===== src/rtl/fthr_pkg.sv =====
package fthr_pkg;
  localparam int NCH   = 2;
  localparam int CH_RX = 0;
  localparam int CH_TX = 1;

  // strobes passed from the datapath to the control
  typedef struct packed {
    logic [NCH-1:0] rise;    // armed condition just became true
    logic [NCH-1:0] burst;   // DMA burst available this cycle
    logic           pioLive; // enabled and in programmed-I/O mode
  } thrStrobes_t;
endpackage


===== src/rtl/fthr_datapath.sv =====
module fthr_datapath
  import fthr_pkg::*;
#(
  parameter int DEPTH  = 8,
  parameter int CODE_W = 2,
  parameter int CNT_W  = $clog2(DEPTH + 1)
) (
  input  logic              clk,
  input  logic              rstN,
  input  logic              enable,
  input  logic              pioMode,
  input  logic [CODE_W-1:0] rxThrCode,
  input  logic [CODE_W-1:0] txThrCode,
  input  logic [CNT_W-1:0]  rxCount,
  input  logic [CNT_W-1:0]  txCount,
  output thrStrobes_t       strb,
  output logic [NCH-1:0]    levelQ
);
  localparam int MAX_SH = (1 << CODE_W) - 1;
  localparam int CMP_W  = (CNT_W > MAX_SH + 1) ? CNT_W : MAX_SH + 1;

  logic [CMP_W-1:0]  avail  [NCH];
  logic [CMP_W-1:0]  thresh [NCH];
  logic [CODE_W-1:0] code   [NCH];
  logic [NCH-1:0]    hit;
  logic [NCH-1:0]    armNow;
  logic [NCH-1:0]    armQ;

  assign code[CH_RX] = rxThrCode;
  assign code[CH_TX] = txThrCode;

  for (genvar ch = 0; ch < NCH; ch++) begin : g_side
    if (ch == CH_RX) begin : g_filled
      assign avail[ch] = CMP_W'(rxCount);
    end else begin : g_free
      assign avail[ch] = (int'(txCount) > DEPTH) ? '0
                       : CMP_W'(DEPTH) - CMP_W'(txCount);
    end
    assign thresh[ch] = CMP_W'(1) << code[ch];
    assign hit[ch]    = avail[ch] >= thresh[ch];
  end

  assign armNow = (enable && pioMode) ? hit : '0;

  always_ff @(posedge clk or negedge rstN) begin
    if (!rstN) begin
      levelQ <= '0;
      armQ   <= '0;
    end else begin
      levelQ <= hit;
      armQ   <= armNow;
    end
  end

  assign strb.rise    = armNow & ~armQ;
  assign strb.burst   = (enable && !pioMode) ? hit : '0;
  assign strb.pioLive = enable && pioMode;
endmodule


===== src/rtl/fthr_control.sv =====
module fthr_control
  import fthr_pkg::*;
(
  input  logic           clk,
  input  logic           rstN,
  input  thrStrobes_t    strb,
  input  logic [NCH-1:0] clr,
  output logic [NCH-1:0] evtQ,
  output logic [NCH-1:0] reqQ
);
  for (genvar ch = 0; ch < NCH; ch++) begin : g_chan
    always_ff @(posedge clk or negedge rstN) begin
      if (!rstN) begin
        evtQ[ch] <= 1'b0;
        reqQ[ch] <= 1'b0;
      end else begin
        reqQ[ch] <= strb.burst[ch];
        if (!strb.pioLive)
          evtQ[ch] <= 1'b0;
        else
          evtQ[ch] <= strb.rise[ch] | (evtQ[ch] & ~clr[ch]);
      end
    end
  end
endmodule


===== src/rtl/fifo_thresh_req.sv =====
module fifo_thresh_req
  import fthr_pkg::*;
#(
  parameter int DEPTH  = 8,
  parameter int CODE_W = 2,
  parameter int CNT_W  = $clog2(DEPTH + 1)
) (
  input  logic              clk,
  input  logic              rstN,
  input  logic              enable,
  input  logic              pioMode,
  input  logic [CODE_W-1:0] rxThrCode,
  input  logic [CODE_W-1:0] txThrCode,
  input  logic [CNT_W-1:0]  rxCount,
  input  logic [CNT_W-1:0]  txCount,
  input  logic              rxEvtClr,
  input  logic              txEvtClr,
  output logic              rxDmaReq,
  output logic              txDmaReq,
  output logic              rxEvent,
  output logic              txEvent,
  output logic              rxLevel,
  output logic              txLevel
);
  thrStrobes_t    strb;
  logic [NCH-1:0] levelQ;
  logic [NCH-1:0] evtQ;
  logic [NCH-1:0] reqQ;
  logic [NCH-1:0] clr;

  assign clr[CH_RX] = rxEvtClr;
  assign clr[CH_TX] = txEvtClr;

  fthr_datapath #(.DEPTH(DEPTH), .CODE_W(CODE_W), .CNT_W(CNT_W)) u_dp (
    .clk(clk), .rstN(rstN), .enable(enable), .pioMode(pioMode),
    .rxThrCode(rxThrCode), .txThrCode(txThrCode),
    .rxCount(rxCount), .txCount(txCount),
    .strb(strb), .levelQ(levelQ)
  );

  fthr_control u_ctl (
    .clk(clk), .rstN(rstN), .strb(strb), .clr(clr),
    .evtQ(evtQ), .reqQ(reqQ)
  );

  assign rxDmaReq = reqQ[CH_RX];
  assign txDmaReq = reqQ[CH_TX];
  assign rxEvent  = evtQ[CH_RX];
  assign txEvent  = evtQ[CH_TX];
  assign rxLevel  = levelQ[CH_RX];
  assign txLevel  = levelQ[CH_TX];
endmodule


===== config.mk =====
export PLATFORM = sky130hd
export DESIGN_NAME = fifo_thresh_req
export DESIGN_NICKNAME = d
export VERILOG_FILES = /design/src/rtl/fthr_pkg.sv /design/src/rtl/fthr_datapath.sv /design/src/rtl/fthr_control.sv /design/src/rtl/fifo_thresh_req.sv
export SDC_FILE = /design/constraint.sdc
export NUM_CORES = 1
export LEC_CHECK = 0
export BUFFER_PORTS_ARGS = -buffer_cell sky130_fd_sc_hd__buf_2
export CAP_MARGIN = 20
export CORE_UTILIZATION = 40
export CTS_BUF_LIST = sky130_fd_sc_hd__clkbuf_16
export DETAILED_ROUTE_END_ITERATION = 10
export PLACE_DENSITY = 0.68
export SLEW_MARGIN = 10
export SYNTH_ARGS = -nofsm -noshare
export SYNTH_HDL_FRONTEND = slang
export SYNTH_SLANG_ARGS = --single-unit

===== constraint.sdc =====
create_clock -name clk -period 1 [get_ports clk]
set_input_delay 0.2 -clock clk [delete_from_list [all_inputs] [get_ports clk]]
set_output_delay 0.2 -clock clk [all_outputs]
set_load 0.01 [all_outputs]

* Yosys cells after proc, flatten, opt, wreduce, memory -nomap -nowiden
Index checks and enable logic that the tools add are counted.
** Storage, ports and cells
- Register bits :: 8
- Input port bits :: 18
- Output and inout bits :: 6
** Cells by class
- Add/sub/neg operators :: 1
- Magnitude comparators :: 3
- Shifts and indexed selects :: 2
- Multiplexer cells :: 5
- Bitwise operators :: 8
- Reduce and logical (&&, ||, !) cells :: 3
** Operator list (number)
- $ge 4x4->1 :: 2
- $shl 1x2->4 const A :: 2
- $gt 4x4->1 const B :: 1
- $mux 2 :: 2
- $mux 4 :: 1
- $sub 4x4->4 const A :: 1
- $and 1x1->1 :: 2
- $and 2x2->2 :: 1
- $logic_and 1x1->1 :: 2
- $mux 1 :: 2
- $not 1->1 :: 2
- $not 2->2 :: 1
- $or 1x1->1 :: 2
- $logic_not 1->1 :: 1

* Depth between registers and ports, before layout
Gate-level depths: netlist of the first run.
- Depth after elaboration :: 7
- Gate-level depth with buffers :: 9
- Depth with buffers taken out :: 9

* Modules after synthesis
A second synthesis of the first run with hierarchy kept.
** Second synthesis, totals
- Cell total of the unflattened synthesis :: 60
- Area total of the unflattened synthesis :: 615.6 µm²
** Modules (own cells, without submodules)
- fthr_datapath :: times used 1, cells each 52, area each 473.0 µm²
- fthr_control :: times used 1, cells each 8, area each 142.6 µm²

* Least setup slack after synthesis of the first run
No wires, ideal clock.
- Path kind :: input port to flip-flop
- From :: input txCount[0]
- To :: register u_ctl.evtQ[1]
- Setup time :: 0.123 ns
- Arrival :: 1.580 ns
- Data required time :: 0.877 ns
- Slack :: -0.703 ns
- Stages :: 9
- Buffers on the path :: 0
- Cell sequence :: inv_1 -> ha_1 -> inv_1 -> o21ai_0 -> nand2_1 -> ha_1 -> or3b_4 -> a211oi_2 -> nor3_1
** On the way
- Longest elaborated chain between the ends :: 7
- Elaborated cells on any way between the ends :: 8
** RTL lines
- start, declared :: line fifo_thresh_req.sv:15 : input logic [CNT_W-1:0] txCount,
- $sub 4x4->4 / $gt 4x4->1 (equally long branches) :: line fthr_datapath.sv:37, fthr_datapath.sv:36
- $mux 4 * :: line fthr_datapath.sv:36 : assign avail[ch] = (int'(txCount) > DEPTH) ? '0
- $ge 4x4->1 * :: line fthr_datapath.sv:40 : assign hit[ch] = avail[ch] >= thresh[ch];
- $mux 2 * :: line fthr_datapath.sv:43 : assign armNow = (enable && pioMode) ? hit : '0;
- $and 2x2->2 * :: line fthr_datapath.sv:55 : assign strb.rise = armNow & ~armQ;
- $or 1x1->1 * :: line fthr_control.sv:21 : evtQ[ch] <= strb.rise[ch] | (evtQ[ch] & ~clr[ch]);
- $mux 1 * :: line fthr_control.sv:18 : if (!strb.pioLive)
- end signal, assigned by index :: line fthr_control.sv:21
- end, declared :: line fthr_control.sv:8 : output logic [NCH-1:0] evtQ,
Mark *: on every way between the ends. The rest lies on a longest branch, timed or not.

* Final worst setup path of the first run
- From :: input txCount[1]
- To :: register u_ctl.evtQ[1]
Same word-level chain as after synthesis.

==> key figures, run 1 <==
Hold path
  • Hold path cells: 3
  • Hold crit path type: in2reg
  • Hold endpoint: u_ctl.reqQ[1]$_DFF_PN0_
  • HP Start: enable

Drt
  • Drt total wl: 1167 um
  • Iter 0 DRT Violations: 1
  • DRT Pass-1 Iters: 2
  • Per-cell routed wire length: 10.61 um
  • Drt via density: 4.736
  • DRC errors left: 0
  • DR vias: 521
  • ANT nets after route: 0

STA
  • Peak Freq: 0.6748 GHz
  • Endpoints failing hold: 0
  • Worst hold margin: 262.2 ps
  • Minimum clock period: 1482 ps
  • Measured slew at the worst slew-check pin: 188.5 ps
  • RSZ-0062 raised after global routing: true
  • Fin crit share: 1.482
  • Worst Clk Skew: 2.835 ps
  • Min setup slack post-route: -481.8 ps
  • Relative slew slack: 0.8741
  • # setup viols final: 8
  • Slew Viols, Final: 0

Logic synthesis
  • Largest area contributor in the synthesized netlist: dfrtp_1
  • Yosys warns: 0
  • Average size of a mapped cell: 9.538 um^2
  • Sequential share of the synthesized area: 0.3441
  • Synthesis-stage register bit count: 8
  • Mapped Cells: 61
  • Post-Syn Area: 581.8 um^2
  • Post-synth cell types: 19
  • Area share of the largest cell type after synthesis: 0.3441
  • Largest cells by area after synthesis: dfrtp_1 (34%), ha_1 (19%), nand2b_1 (5.4%)
  • Post-synthesis net count: 88

Final layout
  • Nets: 124
  • Area Overhead vs Synth: 72.26%
  • Layout cells sized above 1: 0.5368
  • Final Util: 0.7514
  • Antenna Diode Count: 0

Critical path
  • Worst r2r dst: u_ctl.evtQ[1]$_DFF_PN0_
  • WP data arrival: 1590 ps
  • Register-to-Register Setup Slack: 150 ps
  • Worst setup SP type: primary input
  • CP endpoint kind: register
  • WP data required: 1110 ps
  • R2R cell count: 3
  • CP max FO: 3
  • Critical path class: in2reg
  • RR Startpoint: u_ctl.evtQ[1]$_DFF_PN0_

Clock network
  • # clock sinks: 8
  • Clk buf depth: 2
  • Clock-pin slew on the worst setup and hold paths: 40 ps
  • CTS tree: done
  • Latest clock arrival within the worst-skew pair: 230 ps
  • CTS Buf Count: 3
  • Max H-tree Level: 1
  • Clk root buf: clkbuf_16

Global route
  • Global route overflow: 0
  • Number of global-route vias before repair: 515
  • Initial antenna violation count: 0
  • First-pass GRT wire length: 1849 um
  • Global Route Usage Sum: 0.1795
  • Largest net degree at the start of global routing: 9

Placed design
  • GP Congestion: 0.6675
  • Port bufs: 23
  • DP HPWL: 892.6 um

Pwr
  • LEAKAGE: 0.5137 nW
  • Comb pwr share: 0.247
  • PwrDens: 1354 nW/um^2
  • P_int: 1.050 mW
  • NetSw: 0.3077 mW
  • Clock Power Share: 0.486
  • Sw Ratio: 0.2267
  • Sequential share of power: 0.267
  • Max VDD drop: 1172 uV

Run status
  • Failing checks: negative setup slack
  • Outcome: complete, but fails checks

Floorplan
  • Die X: 40.14 um
  • Die Area: 1611 um^2
  • Die Y: 40.14 um
  • # IOs: 24
  • Row cnt: 13
  • Starting Density: 0.4362
  • Area of the core: 1334 um^2

Run
  • Max-Cap Viols: 0
timing repair:
item	in CTS	in global routing
gates resized for setup	18	2
pin swaps	13	4
hold endpoints to repair	8	0
setup buffers	1	0
hold buffers	1	0
endpoints found under the setup margin	8	8
Yosys cell counts, drive strengths merged:
library cell,number
and2,1
or3,1
a211oi,2
xor2,1
o211ai,1
nand2,4
a21oi,3
dfrtp,8
a21o,2
nor2,7
or3b,2
nor3,2
ha,9
nor2b,4
o211a,2
inv,6
o21ai,1
nand2b,5
per-stage QoR:
stage / setup TNS [ps] / std cells / area, um^2 / worst slack, ps / power [mW]
3_5_place_dp: -5087 / 105 / 818.3 / -871.8 / 0.6602
5_1_grt: -2917 / 110 / 1002 / -583.0 / 1.429
2_1_floorplan: -3151 / 61 / 639.4 / -621.5 / 0.5343
4_1_cts: -2371 / 110 / 997.2 / -491.7 / 1.375
3_3_place_gp: -4928 / 105 / 818.3 / -827.8 / 0.6525
6_report: -2327 / 110 / 1002 / -481.8 / 1.357
cells in the final DEF (no fill, tap or decap), types with 2 or more instances in the layout:
cell type	netlist	layout
dfrtp_1	8	8
nor3_1	2	2
ha_4	0	4
nand2_1	4	4
buf_2	0	19
a21o_1	2	2
nor2b_1	4	4
nand2b_4	0	2
nor2_1	7	6
a211oi_2	2	2
buf_4	0	7
buf_8	0	3
nand2b_1	5	3
ha_1	9	4
or3b_4	2	2
o211a_1	2	2
clkbuf_16	0	3
inv_1	6	3
power groups by stage:
stage	clock (mW)	combinational (mW)	sequential (mW)
after floorplan	0	0.154	0.380
after global placement	0	0.287	0.365
after detailed placement	0	0.294	0.366
after CTS	0.675	0.337	0.363
after global routing	0.685	0.378	0.366
final	0.659	0.336	0.363
sequential cells by signal, summed over array words and instances (netlist names):
register,flops
u_dp.levelQ,2
u_ctl.reqQ,2
u_ctl.evtQ,2
u_dp.armQ,2
worst max-delay path by stage:
stage | cells past startpoint | slack, ps | end | startpoint
floorplan | 9 | -620 | u_ctl.evtQ[1]$_DFF_PN0_ | txCount[1]
global placement | 10 | -830 | u_ctl.evtQ[1]$_DFF_PN0_ | txCount[1]
detailed placement | 10 | -870 | u_ctl.evtQ[1]$_DFF_PN0_ | txCount[1]
CTS | 10 | -490 | u_ctl.evtQ[1]$_DFF_PN0_ | txCount[0]
global route | 10 | -580 | u_ctl.evtQ[1]$_DFF_PN0_ | txCount[1]
finish | 10 | -480 | u_ctl.evtQ[1]$_DFF_PN0_ | txCount[1]
logic make-up (layout without fill, tap and decap cells):
kind of cell / count (synthesis) / in the layout / share of synthesized area
xor+xnor: 1 / 1 / 0.01506
compound gates: 11 / 11 / 0.1634
simple gates: 26 / 26 / 0.2452
flops: 8 / 8 / 0.3441
fa+ha+maj: 9 / 9 / 0.1936
buf+inv: 6 / 40 / 0.03871
area by class of cell:
class,count,area (um^2)
clock buffers,3,75.07
well taps,15,18.77
multi-input cells,47,445.4
inverters,6,40.04
flip-flops and latches,8,200.2
repair buffers,31,222.7
fillers,97,331.6
worst max-delay path, cell delays in order:
cell	delay [ps]
buf_12	110
inv_12	40
ha_4	120
inv_2	30
o21ai_2	110
nand2_1	70
ha_1	280
or3b_4	380
a211oi_2	190
nor3_1	70
metal layers:
metal / track usage / vias up / wire [um]
li1: - / 277 / -
met4: 0.1034 / 0 / 0
met5: 0 / - / 0
met2: 0.3105 / 12 / 579
met1: 0.1931 / 232 / 555
met3: 0.05000 / 0 / 32
Note: power is estimated with default switching activity, not from simulation.
==> run 2: changes to the inputs <==
--- a/config.mk
+++ b/config.mk
@@ -6,7 +6,7 @@
 export NUM_CORES = 1
 export LEC_CHECK = 0
 export BUFFER_PORTS_ARGS = -buffer_cell sky130_fd_sc_hd__buf_2
-export CAP_MARGIN = 20
+export CORE_MARGIN = 2
 export CORE_UTILIZATION = 40
 export CTS_BUF_LIST = sky130_fd_sc_hd__clkbuf_16
 export DETAILED_ROUTE_END_ITERATION = 10
==> key figures, run 2 (synthesis results as in run 1) <==
Run status
  • Outcome: complete, but fails checks (unchanged)
  • Failing checks: negative setup slack (unchanged)

Final layout
  • Layout cells sized above 1: 0.5263 (was 0.5368)
  • Most common cell after layout, fill and taps aside: buf_2 (unchanged)
  • Antenna Diode Count: 0 (unchanged)
  • Nets: 124 (unchanged)
  • Commonest cells after routing, fill and taps aside: buf_2 (19), dfrtp_1 (8), buf_4 (7), ha_1 (6), nor2_1 (5) (was buf_2 (19), dfrtp_1 (8), buf_4 (7), nor2_1 (6))
  • Area Overhead vs Synth: 70.75% (was 72.26%)

Drt
  • Per-cell routed wire length: 12.19 um (was 10.61 um)
  • ANT nets after route: 0 (unchanged)
  • Drt via density: 4.991 (was 4.736)
  • Drt total wl: 1341 um (was 1167 um)
  • DRT Pass-1 Iters: 2 (unchanged)
  • DRC errors left: 0 (unchanged)
  • Iter 0 DRT Violations: 2 (was 1)
  • DR vias: 549 (was 521)

Global route
  • First-pass GRT wire length: 2304 um (was 1849 um)
  • Initial antenna violation count: 0 (unchanged)
  • Number of global-route vias before repair: 594 (was 515)
  • Global route overflow: 0 (unchanged)
  • Largest net degree at the start of global routing: 9 (unchanged)
  • Global Route Usage Sum: 0.1667 (was 0.1795)

Pwr
  • Max VDD drop: 1964 uV (was 1172 uV)
  • PwrDens: 1365 nW/um^2 (was 1354 nW/um^2)
  • LEAKAGE: 0.5106 nW (was 0.5137 nW)
  • Total power: 1.356 mW (was 1.357 mW)

Clock network
  • CTS Buf Count: 3 (unchanged)
  • Clk buf depth: 2 (unchanged)
  • Clk root buf: clkbuf_16 (unchanged)
  • Latest clock arrival within the worst-skew pair: 220 ps (was 230 ps)
  • # clock sinks: 8 (unchanged)
  • Max H-tree Level: 1 (unchanged)
  • Clock-pin slew on the worst setup and hold paths: 30 ps (was 40 ps)
  • CTS tree: done (unchanged)

STA
  • Minimum clock period: 1517 ps (was 1482 ps)
  • RSZ-0062 raised after global routing: true (unchanged)
  • Peak Freq: 0.6592 GHz (was 0.6748 GHz)
  • Worst Clk Skew: 0.3241 ps (was 2.835 ps)
  • Relative slew slack: 0.8463 (was 0.8741)
  • Min setup slack post-route: -517.0 ps (was -481.8 ps)
  • Measured slew at the worst slew-check pin: 229.6 ps (was 188.5 ps)
  • Fin crit share: 1.517 (was 1.482)
  • Endpoints failing hold: 0 (unchanged)
  • Fin Setup TNS: -2548 ps (was -2327 ps)
  • # setup viols final: 8 (unchanged)
  • Slew Viols, Final: 0 (unchanged)

Critical path
  • CP endpoint kind: register (unchanged)
  • WP data required: 1100 ps (was 1110 ps)
  • Critical path class: in2reg (unchanged)
  • Worst setup SP type: primary input (unchanged)
  • Register-to-Register Setup Slack: 140 ps (was 150 ps)
  • WP data arrival: 1620 ps (was 1590 ps)
  • CP max FO: 3 (unchanged)

Floorplan
  • Area of the core: 1334 um^2 (unchanged)
  • Die Area: 1776 um^2 (was 1611 um^2)
  • Starting Density: 0.4362 (unchanged)
  • Die Y: 42.14 um (was 40.14 um)
  • Row cnt: 13 (unchanged)
  • Die X: 42.14 um (was 40.14 um)
  • # IOs: 24 (unchanged)

Hold path
  • Hold crit path type: in2reg (unchanged)

Placed design
  • Port bufs: 23 (unchanged)
  • GP Congestion: 0.7265 (was 0.6675)
  • DP HPWL: 1066 um (was 892.6 um)

Run
  • Max-Cap Viols: 0 (unchanged)
==> run 2: cell counts in the layout (fill, tap and decap cells not counted) <==
No cell type changed its count.
==> run 2: report_power, final <==
part | switching [mW] | internal (mW) | leakage [nW]
sequential | 0.00767 | 0.355 | 0.104
combinational | 0.167 | 0.182 | 0.370
clock | 0.131 | 0.513 | 0.0370
total | 0.306 | 1.05 | 0.511
==> run 2: routing by layer <==
| layer | routed length, um | share of wire | global-route usage | vias up |
|---|---|---|---|---|
| met5 | 0 | 0 | 0 | - |
| met2 | 734 | 0.55 | 0.3156 | 13 |
| met1 | 572 | 0.43 | 0.1872 | 258 |
| li1 | - | - | - | 278 |
| met3 | 34 | 0.025 | 0.02586 | 0 |
| met4 | 0 | 0 | 0.05625 | 0 |
==> run 2: per-stage QoR <==
stage                     setup slack (ps)  hold WS, ps  cell area, um^2    util  std cells
after floorplan                     -621.5       -95.59            639.4       -         61
after global placement              -824.2        47.74            825.8  0.6191        106
after detailed placement            -888.5        49.96            825.8  0.6191        106
after CTS                           -532.1        270.0            978.4  0.7336        110
after global routing                -584.8        291.6            993.5  0.7448        110
final                               -517.0        276.5            993.5  0.7448        110
==> run 2: final timing paths <==
path | startpoint | to | cells past startpoint
max reg2reg | u_ctl.evtQ[1]$_DFF_PN0_ | u_ctl.evtQ[1]$_DFF_PN0_ | 3
min in group asynchronous | rstN | u_ctl.reqQ[0]$_DFF_PN0_ | 2
max in group asynchronous | rstN | u_ctl.evtQ[0]$_DFF_PN0_ | 2
min | enable | u_ctl.reqQ[0]$_DFF_PN0_ | 3
min reg2reg | u_dp.armQ[1]$_DFF_PN0_ | u_ctl.evtQ[1]$_DFF_PN0_ | 2
max | txCount[1] | u_ctl.evtQ[1]$_DFF_PN0_ | 10
==> run 2: critical path: stages <==
cell and delay [ps]:
buf_12 110, inv_12 40, ha_4 110, inv_2 30, o21ai_2 110, nand2_1 70, ha_1 280, or3b_4 400
a211oi_2 190, nor3_1 70
==> run 2: timing repair <==
| item | CTS | global route |
|---|---|---|
| buffers inserted | 0 | 0 |
| hold buffers | 1 | 0 |
| hold endpoints to repair | 8 | 0 |
| resized for setup | 15 | 5 |
| pin swaps | 9 | 3 |
| endpoints found under the setup margin | 8 | 8 |
==> run 2: area by class of cell <==
class                   instances  area, um^2
repair buffers                 31       222.7
fillers                       109       340.3
well taps                      15       18.77
inverters                       6       40.04
clock buffers                   3       75.07
multi-input cells              47       436.7
flip-flops and latches          8       200.2
